**src/rtl/ldu_pkg.sv**
```systemverilog
package ldu_pkg;
  typedef enum logic [2:0] {
    ST_IDLE      = 3'd0,
    ST_READ_BASE = 3'd1,
    ST_MEM_REQ   = 3'd2,
    ST_MEM_WAIT  = 3'd3,
    ST_WRITEBACK = 3'd4
  } ldu_state_e;
endpackage

```
**src/rtl/ldu_addr_gen.sv**
```systemverilog
module ldu_addr_gen #(
  parameter int XLEN = 32
) (
  input  logic [XLEN-1:0] base,
  input  logic [XLEN-1:0] imm,
  input  logic            add,
  input  logic            index,
  output logic [XLEN-1:0] offset_addr,
  output logic [XLEN-1:0] access_addr
);
  // Offset arithmetic wraps modulo 2^XLEN.
  function automatic logic [XLEN-1:0] offset_of(input logic [XLEN-1:0] b,
                                                input logic [XLEN-1:0] i,
                                                input logic a);
    return a ? (b + i) : (b - i);
  endfunction

  function automatic logic [XLEN-1:0] access_of(input logic [XLEN-1:0] b,
                                                input logic [XLEN-1:0] o,
                                                input logic x);
    return x ? o : b;
  endfunction

  always_comb begin
    offset_addr = offset_of(base, imm, add);
    access_addr = access_of(base, offset_addr, index);
  end
endmodule

```
**src/rtl/ldu_ctrl.sv**
```systemverilog
module ldu_ctrl
  import ldu_pkg::*;
(
  input  logic       clk,
  input  logic       rst_n,
  input  logic       start,
  input  logic       cond_pass,
  input  logic       mem_req_ready,
  input  logic       mem_rsp_valid,
  output ldu_state_e state,
  output logic       accept,
  output logic       load_base,
  output logic       req_fire,
  output logic       rsp_fire,
  output logic       in_wb,
  output logic       done,
  output logic       busy
);
  ldu_state_e state_d;
  logic       discard_ev;
  logic       discard_q;

  always_comb begin
    accept     = (state == ST_IDLE) && start && cond_pass;
    discard_ev = (state == ST_IDLE) && start && !cond_pass;
    load_base  = (state == ST_READ_BASE);
    req_fire   = (state == ST_MEM_REQ) && mem_req_ready;
    rsp_fire   = (state == ST_MEM_WAIT) && mem_rsp_valid;
    in_wb      = (state == ST_WRITEBACK);
    busy       = (state != ST_IDLE);
    done       = in_wb || discard_q;
  end

  always_comb begin
    state_d = state;
    unique case (state)
      ST_IDLE:      if (accept) state_d = ST_READ_BASE;
      ST_READ_BASE: state_d = ST_MEM_REQ;
      ST_MEM_REQ:   if (req_fire) state_d = ST_MEM_WAIT;
      ST_MEM_WAIT:  if (rsp_fire) state_d = ST_WRITEBACK;
      ST_WRITEBACK: state_d = ST_IDLE;
      default:      state_d = ST_IDLE;
    endcase
  end

  always_ff @(posedge clk or negedge rst_n) begin
    if (!rst_n) begin
      state     <= ST_IDLE;
      discard_q <= 1'b0;
    end else begin
      state     <= state_d;
      discard_q <= discard_ev;
    end
  end

  // the request state is entered only from the base-read state.
  assert_req_after_base_R3: assert property (@(posedge clk) disable iff (!rst_n)
    (state == ST_MEM_REQ && $past(state) != ST_MEM_REQ) |-> $past(state) == ST_READ_BASE);

  // an accepted response leads to done in the next cycle.
  assert_rsp_then_done_R9: assert property (@(posedge clk) disable iff (!rst_n)
    rsp_fire |=> done);
endmodule

```
**src/rtl/ldu_wb_route.sv**
```systemverilog
module ldu_wb_route #(
  parameter int RIDX       = 4,
  parameter int PC_IDX     = 15,
  parameter int ALIGN_BITS = 2
) (
  input  logic                  clk,
  input  logic                  rst_n,
  input  logic                  in_wb,
  input  logic                  wback,
  input  logic [RIDX-1:0]       dst_idx,
  input  logic [RIDX-1:0]       base_idx,
  input  logic [ALIGN_BITS-1:0] access_lsb,
  output logic                  base_en,
  output logic                  dst_en,
  output logic                  br_valid,
  output logic                  align_err
);
  logic to_pc;
  logic aligned;
  logic same_reg;

  always_comb begin
    to_pc     = (dst_idx == RIDX'(PC_IDX));
    aligned   = (access_lsb == '0);
    same_reg  = wback && (dst_idx == base_idx);
    base_en   = in_wb && wback;
    // base port wins when both writes target one index
    dst_en    = in_wb && !to_pc && !same_reg;
    br_valid  = in_wb && to_pc && aligned;
    align_err = in_wb && to_pc && !aligned;
  end

  // the program counter index never reaches the destination port.
  assert_no_pc_write_R6: assert property (@(posedge clk) disable iff (!rst_n)
    dst_en |-> dst_idx != RIDX'(PC_IDX));

  // the two write ports never carry the same index together.
  assert_port_collision_R10: assert property (@(posedge clk) disable iff (!rst_n)
    (base_en && dst_en) |-> base_idx != dst_idx);
endmodule

```
**src/rtl/imm_load_unit.sv**
```systemverilog
module imm_load_unit
  import ldu_pkg::*;
#(
  parameter int XLEN   = 32,
  parameter int RIDX   = 4,
  parameter int PC_IDX = 15
) (
  input  logic            clk,
  input  logic            rst_n,
  input  logic            start,
  input  logic [RIDX-1:0] dst_idx,
  input  logic [RIDX-1:0] base_idx,
  input  logic [XLEN-1:0] imm,
  input  logic            f_index,
  input  logic            f_add,
  input  logic            f_wback,
  input  logic            cond_pass,
  output logic [RIDX-1:0] rf_raddr,
  input  logic [XLEN-1:0] rf_rdata,
  output logic            mem_req_valid,
  output logic [XLEN-1:0] mem_req_addr,
  input  logic            mem_req_ready,
  input  logic            mem_rsp_valid,
  input  logic [XLEN-1:0] mem_rsp_data,
  output logic            wb_base_en,
  output logic [RIDX-1:0] wb_base_idx,
  output logic [XLEN-1:0] wb_base_data,
  output logic            wb_dst_en,
  output logic [RIDX-1:0] wb_dst_idx,
  output logic [XLEN-1:0] wb_dst_data,
  output logic            br_valid,
  output logic [XLEN-1:0] br_target,
  output logic            align_err,
  output logic            done,
  output logic            busy
);
  localparam int WORD_BYTES = XLEN / 8;
  localparam int ALIGN_BITS = $clog2(WORD_BYTES);

  ldu_state_e      state;
  logic            accept, load_base, req_fire, rsp_fire, in_wb;
  logic [RIDX-1:0] dst_q, base_q;
  logic [XLEN-1:0] imm_q;
  logic            index_q, add_q, wback_q;
  logic [XLEN-1:0] offset_c, access_c;
  logic [XLEN-1:0] offset_q, access_q, data_q;

  ldu_ctrl i_ctrl (
    .clk(clk), .rst_n(rst_n), .start(start), .cond_pass(cond_pass),
    .mem_req_ready(mem_req_ready), .mem_rsp_valid(mem_rsp_valid),
    .state(state), .accept(accept), .load_base(load_base),
    .req_fire(req_fire), .rsp_fire(rsp_fire), .in_wb(in_wb),
    .done(done), .busy(busy)
  );

  ldu_addr_gen #(.XLEN(XLEN)) i_addr (
    .base(rf_rdata), .imm(imm_q), .add(add_q), .index(index_q),
    .offset_addr(offset_c), .access_addr(access_c)
  );

  ldu_wb_route #(.RIDX(RIDX), .PC_IDX(PC_IDX), .ALIGN_BITS(ALIGN_BITS)) i_route (
    .clk(clk), .rst_n(rst_n), .in_wb(in_wb), .wback(wback_q),
    .dst_idx(dst_q), .base_idx(base_q), .access_lsb(access_q[ALIGN_BITS-1:0]),
    .base_en(wb_base_en), .dst_en(wb_dst_en),
    .br_valid(br_valid), .align_err(align_err)
  );

  always_ff @(posedge clk or negedge rst_n) begin
    if (!rst_n) begin
      dst_q    <= '0;
      base_q   <= '0;
      imm_q    <= '0;
      index_q  <= 1'b0;
      add_q    <= 1'b0;
      wback_q  <= 1'b0;
      offset_q <= '0;
      access_q <= '0;
      data_q   <= '0;
    end else begin
      if (accept) begin
        dst_q   <= dst_idx;
        base_q  <= base_idx;
        imm_q   <= imm;
        index_q <= f_index;
        add_q   <= f_add;
        wback_q <= f_wback;
      end
      if (load_base) begin
        offset_q <= offset_c;
        access_q <= access_c;
      end
      if (rsp_fire) data_q <= mem_rsp_data;
    end
  end

  always_comb begin
    rf_raddr      = base_q;
    mem_req_valid = (state == ST_MEM_REQ);
    mem_req_addr  = access_q;
    wb_base_idx   = base_q;
    wb_base_data  = offset_q;
    wb_dst_idx    = dst_q;
    wb_dst_data   = data_q;
    br_target     = data_q;
  end

  // a pending request holds its address until accepted.
  assert_req_hold_R3: assert property (@(posedge clk) disable iff (!rst_n)
    (mem_req_valid && !mem_req_ready) |=> (mem_req_valid && $stable(mem_req_addr)));

  // an accepted request is not repeated.
  assert_req_once_R3: assert property (@(posedge clk) disable iff (!rst_n)
    (mem_req_valid && mem_req_ready) |=> !mem_req_valid);

  // a discarded start leaves no request and no write behind.
  assert_discard_quiet_R8: assert property (@(posedge clk) disable iff (!rst_n)
    (start && !busy && !cond_pass) |=> (!mem_req_valid && !wb_base_en && !wb_dst_en && !br_valid && !busy));

  // the completion pulse of a load lasts one cycle.
  assert_done_pulse_R9: assert property (@(posedge clk) disable iff (!rst_n)
    (done && busy) |=> !done);

  // a branch and an alignment error never coincide.
  assert_branch_or_error_R7: assert property (@(posedge clk) disable iff (!rst_n)
    !(br_valid && align_err));
endmodule

```
**config.mk**
```make
export PLATFORM = sky130hd
export DESIGN_NAME = imm_load_unit
export DESIGN_NICKNAME = d
export VERILOG_FILES = /design/src/rtl/ldu_pkg.sv /design/src/rtl/ldu_addr_gen.sv /design/src/rtl/ldu_ctrl.sv /design/src/rtl/ldu_wb_route.sv /design/src/rtl/imm_load_unit.sv
export SDC_FILE = /design/constraint.sdc
export NUM_CORES = 1
export LEC_CHECK = 0
export CORE_ASPECT_RATIO = 0.75
export CORE_MARGIN = 2
export CORE_UTILIZATION = 43
export CTS_BUF_LIST = sky130_fd_sc_hd__clkbuf_16
export DETAILED_ROUTE_END_ITERATION = 10
export GPL_TIMING_DRIVEN = 0
export MAX_ROUTING_LAYER = met4
export PLACE_DENSITY = 0.79
export SLEW_MARGIN = 0
export SYNTH_ARGS = -nofsm -noshare
export SYNTH_HDL_FRONTEND = slang
export SYNTH_SLANG_ARGS = --single-unit
export TNS_END_PERCENT = 5
```
**constraint.sdc**
```tcl
create_clock -name clk -period 3.7 [get_ports clk]
set_input_delay 0.555 -clock clk [delete_from_list [all_inputs] [get_ports clk]]
set_output_delay 0.555 -clock clk [all_outputs]
set_load 0.03 [all_outputs]
```
## Word-level counts from Yosys, hierarchy flattened

Cells that the tools add are included.

| storage, ports and cells | value |
|---|---|
| register bits | 143 |
| input port bits | 113 |

| operators by class | value |
|---|---|
| add/sub/neg operators | 2 |
| equal/unequal tests | 9 |
| multiplexer cells | 6 |
| reduce and logical (&&, ||, !) cells | 21 |

Operators with widths:

| cell | number |
|---|---|
| 32-bit 2-to-1 mux | 2 |
| 32-bit adder | 1 |
| 32-bit subtractor | 1 |
| 1-bit logical AND | 12 |
| 3-bit case mux with 4 select lines | 1 |
| 3-bit 2-to-1 mux | 3 |
| 3-bit by 2-bit equality test with 1-bit output, second input constant | 2 |
| 4-bit equality test | 1 |
| 4-bit equality test, second input constant | 1 |
| 1-bit zero test | 4 |
| 2-bit by 1-bit inequality test with 1-bit output, second input constant | 2 |
| 3-bit by 1-bit equality test with 1-bit output, second input constant | 1 |
| 3-bit equality test, second input constant | 1 |
| 3-bit zero test | 1 |
| 3-bit AND reduction | 1 |
| 3-bit nonzero test | 1 |
| 2-bit zero test | 1 |
| 2-bit inequality test, second input constant | 1 |
| 1-bit logical OR | 1 |

## Logic depth before layout (Yosys ltp)

| logic depth | value |
|---|---|
| depth in word-level cells | 5 |
| gate-level depth with buffers | 19 |

## By module

A second synthesis with hierarchy kept.

| unflattened totals | value |
|---|---|
| cell total of the unflattened synthesis | 827 |
| area total of the unflattened synthesis | 9462.8 um^2 |

By module, submodules not included:

| module | instances | cells an instance | area an instance (um^2) | sequential area each (um^2) |
|---|---|---|---|---|
| imm_load_unit | 1 | 331 | 5944.5 | 3478.3 |
| ldu_addr_gen | 1 | 459 | 3196.8 | 0.0 |
| ldu_ctrl | 1 | 21 | 219.0 | 100.1 |
| ldu_wb_route | 1 | 16 | 102.6 | 0.0 |

## Worst setup path before layout

No wires, ideal clock.

| path | value |
|---|---|
| path kind | reg-to-reg |
| from | register imm_q[5] |
| to | register access_q[26], in the netlist mem_req_addr[26] |
| library setup time | 0.066 ns |
| arrival time | 3.654 ns |
| required time | 3.634 ns |
| path slack | -0.020 ns |
| cell stages (with the launch flop) | 16 |
| clock period less this slack | 3.720 ns |
| cell sequence | dfrtp_1 -> or4_1 -> nor3_1 -> nand2_1 -> nor2_1 -> nor2_1 -> xnor2_1 -> ha_1 -> a21o_1 -> or3_1 -> o221ai_1 -> a21oi_1 -> a211o_2 -> a221oi_4 -> mux2_1 -> nand2_1 |

| between the ends | value |
|---|---|
| word-level cells in the longest chain between the ends | 3 |
| elaborated cells on any way between the ends | 4 |
| classes of those cells | add/sub: 2; mux: 2 |

RTL lines:

| what | RTL line | RTL |
|---|---|---|
| start, declared | imm_load_unit.sv:43 | `logic [XLEN-1:0] imm_q;` |
| start signal, assigned | imm_load_unit.sv:83 | `imm_q <= imm;` |
| 32-bit subtractor / 32-bit adder (equally long branches) | ldu_addr_gen.sv:15 | `return a ? (b + i) : (b - i);` |
| 32-bit 2-to-1 mux * | ldu_addr_gen.sv:15 |  |
| 32-bit 2-to-1 mux * | ldu_addr_gen.sv:21 | `return x ? o : b;` |
| end signal, assigned | imm_load_unit.sv:90 | `access_q <= access_c;` |
| end, declared | imm_load_unit.sv:46 | `logic [XLEN-1:0] offset_q, access_q, data_q;` |

Mark *: on every way between the ends. The rest lies on a longest branch, timed or not.
A chain may end at the register's enable or synchronous reset.

## Worst setup path after layout

| path | value |
|---|---|
| from | register imm_q[4] |
| to | register access_q[26], in the netlist mem_req_addr[26] |

The elaborated chain is that of the path after synthesis.

==> impl_metrics.yaml <==
sta:
  tightest_slew_ns: 1.21
  slew_violations: 0
  grt_setup_unrepaired: "true"
  skew_ns: 0.00982
  fin_ws_ns: -0.157
  finalHoldViolations: 0
  slew_headroom: 0.195
  finalCritPeriodShare: 1.04
  finalCriticalPeriod_ns: 3.86
  max_freq_ghz: 0.259
  finalSetupViolCount: 11
grt:
  grt_pass1_vias: 7629
  antenna_found_initial: 1
  grtUsageTotal: 0.268
  grt_max_degree: 85
  grt_pass1_wl_mm: 41.5
  grt_overflow: 0
finish:
  finalNetCount: 1379
  regArea_um2: 3580
  synthToLayoutAreaGrowth_pct: 49.0
  stdcell_area_um2: 12500
  multiInputGateArea_um2: 4740
  final_cell_mix: "clkdlybuf4s50_1, nand2_1, dfrtp_1, buf_4, o21ai_0"
  nFillCells: 1576
  drive_above_1_share: 0.174
  layout_commonest_cell: "clkdlybuf4s50_1"
clock_network:
  clockRootBuffer: "clkbuf_16"
  h-tree-depth: 4
  cts_sinks: 143
  clockBufferDepth: 2
  numCtsBuffers: 17
  path_clk_slew_ns: 0.06
  cts_tree: "done"
  clock_latency_ns: 0.42
synth:
  syn_area_per_cell_um2: 9.11
  seq_area_frac_synth: 0.425
  syn_inst: 924
  syn_area_um2: 8410
  yosys.area_share.simple: 0.180
  synth_top_family_by_area: "simple AND/OR/NAND/NOR gates"
  synthFlopType: "dfrtp_1"
  yosys-mux-area-fraction: 0.0872
  synth_area_leaders: "dfrtp_1, nand2_1, mux2_2, ha_1, xor2_1"
  ys_warn_count: 0
  async_reset_ff_frac: 1.00
  synth-compound-area-share: 0.120
  netlist.area_leader.share: 0.425
  yosysUniqueCellTypes: 63
  synth-adder-area-share: 0.0604
  mappedNetlistNets: 1077
  synth-xor-area-share: 0.0677
  synth_largest_area_cell: "dfrtp_1"
  synth-seq-cells: 143
  synth-edff-count: 0
routing:
  drt_pass1_iterations: 7
  routed_via_density: 5.21
  wl_mm: 27.0
  wl_per_cell_um: 18.1
  vias: 7781
  drtIter0Drc: 639
  drc: 0
  drtAntennaViolNets: 0
place:
  numPortBuffers: 259
  gp_congestion: 0.904
  place_area_um2: 11400
  post-dp-hpwl_mm: 20.7
die:
  rows: 44
  start_util: 0.437
  ios: 260
  dieWidth_um: 166
  die_h_um: 125
  core_um2: 19300
  dieArea_um2: 20700
worst_setup_path:
  critical_path_arrival_ns: 4.22
  crit_chain: "or4_4, nor3_4, nand2_2, nor2_4, nor2_2, xnor2_2, ha_2, a21o_1, or3_4, o221ai_4, a21oi_2, a211o_4, a221oi_4, mux2_4, nand2_1"
  crit_fanout: 5
  cp-end-kind: "flip-flop"
  critPathMaxStageDelay_ns: 0.57
  cp_top_family: "simple AND/OR/NAND/NOR gates"
  critPathLaunchType: "flip-flop"
  critPathBufInv: 0
  path_class: "reg -> reg"
  r2r_start: "imm_q[4]"
  slowest_stage: "or4_4"
  critical_path_required_ns: 4.06
  path_depth: 15
  r2r_cells: 15
  critPathLaunch: "imm_q[4]"
run_status:
  status: "finished, violations left"
  violations: "negative setup slack"
run:
  cap_violations: 0
worst_hold_path:
  hold_path_class: "in -> async"
[layer usage]
layer  GRT usage  up-vias  wire length [µm]
li1            -     3735                 -
met1       0.361     3683             11900
met2       0.411      331             12400
met3      0.0597       32              2330
met4      0.0669        0               409
met5           -        -                 0
[final cells by class]
class                   instances  area share
repair buffers                287       0.225
clock buffers                  17      0.0339
clock inverters                15      0.0130
well taps                     253      0.0253
inverters                      18     0.00539
multi-input cells             687       0.378
diodes                          2    0.000399
plain buffers                  72      0.0329
flip-flops and latches        143       0.286
[timing repair]
action,in CTS,in global routing
hold buffers,0,0
setup buffers,22,5
gates resized for setup,61,19
pin swaps,35,24
setup endpoints to repair,24,30
hold endpoints to repair,0,0
[sequential cells by signal, indices dropped and copies added, names as in the netlist]
name	flops
i_ctrl.state	3
i_ctrl.discard_q	1
index_q	1
br_target	32
rf_raddr	4
imm_q	32
wback_q	1
mem_req_addr	32
add_q	1
wb_base_data	32
wb_dst_idx	4
[worst register-to-register path, cell delays in order, from the launching register on]
cell and delay, ns:
dfrtp_2 0.42, or4_4 0.57, nor3_4 0.16, nand2_2 0.13, nor2_4 0.17, nor2_2 0.07
xnor2_2 0.20, ha_2 0.23, a21o_1 0.18, or3_4 0.36, o221ai_4 0.21, a21oi_2 0.09
a211o_4 0.33, a221oi_4 0.30, mux2_4 0.33, nand2_1 0.05
[through the flow]
step / setup TNS (ns) / util / cells / setup WS, ns / hold slack, ns
3_5_place_dp: -7.25 / 0.589 / 1437 / -0.528 / 0.462
6_report: -0.946 / 0.651 / 1494 / -0.157 / 0.102
4_1_cts: -0.686 / 0.642 / 1487 / -0.109 / 0.112
5_1_grt: -3.20 / 0.650 / 1493 / -0.290 / 0.149
2_1_floorplan: 0 / - / 924 / 0.0131 / 0.259
3_3_place_gp: -529.49 / 0.588 / 1436 / -3.67 / 0.463
[kinds of logic (layout without fill, tap and decap cells)]
kind of cell             Yosys count  after routing
multiplexers                      67             67
AO/OA/AOI/OAI                    168            168
XOR/XNOR                          65             65
other                              0              2
flip-flops                       143            143
AND/OR/NAND/NOR                  347            347
buffers and inverters             94            409
adder cells (fa/ha/maj)           40             40
[synthesized netlist by cell type, types with 2 or more instances]
cell / instances
nand2_1: 218
dfrtp_1: 143
o21ai_0: 58
a21oi_1: 55
mux2_2: 49
nor2_1: 48
ha_1: 39
buf_4: 36
xor2_1: 36
clkbuf_1: 34
xnor2_1: 29
inv_1: 18
mux2i_1: 17
nor3_1: 16
a21o_1: 12
and3_1: 11
nand3_1: 10
nand4_1: 7
a31oi_1: 6
buf_1: 5
nand2b_1: 5
nor4_1: 5
or3_1: 5
nor2b_1: 4
o21ai_1: 4
and4_1: 3
nor3b_1: 3
o211ai_1: 3
or4_1: 3
a211oi_1: 2
a41oi_1: 2
nor4b_1: 2
o21a_1: 2
o21bai_1: 2
o221ai_1: 2
o22ai_1: 2
o31a_1: 2
[path summary, 6_finish.rpt]
kind	slack [ns]	end
min in group clk	0.47	wb_base_data[1]
worst max-delay path	-0.16	mem_req_addr[26]
max in group asynchronous	2.78	br_target[1]
worst min register to register	0.47	wb_base_data[1]
worst min-delay path	0.10	wb_base_data[25]
worst max register to register	-0.16	mem_req_addr[26]
Power is not shown: default switching activity piles up to over one toggle a cycle in this logic, so the estimate is an artifact.
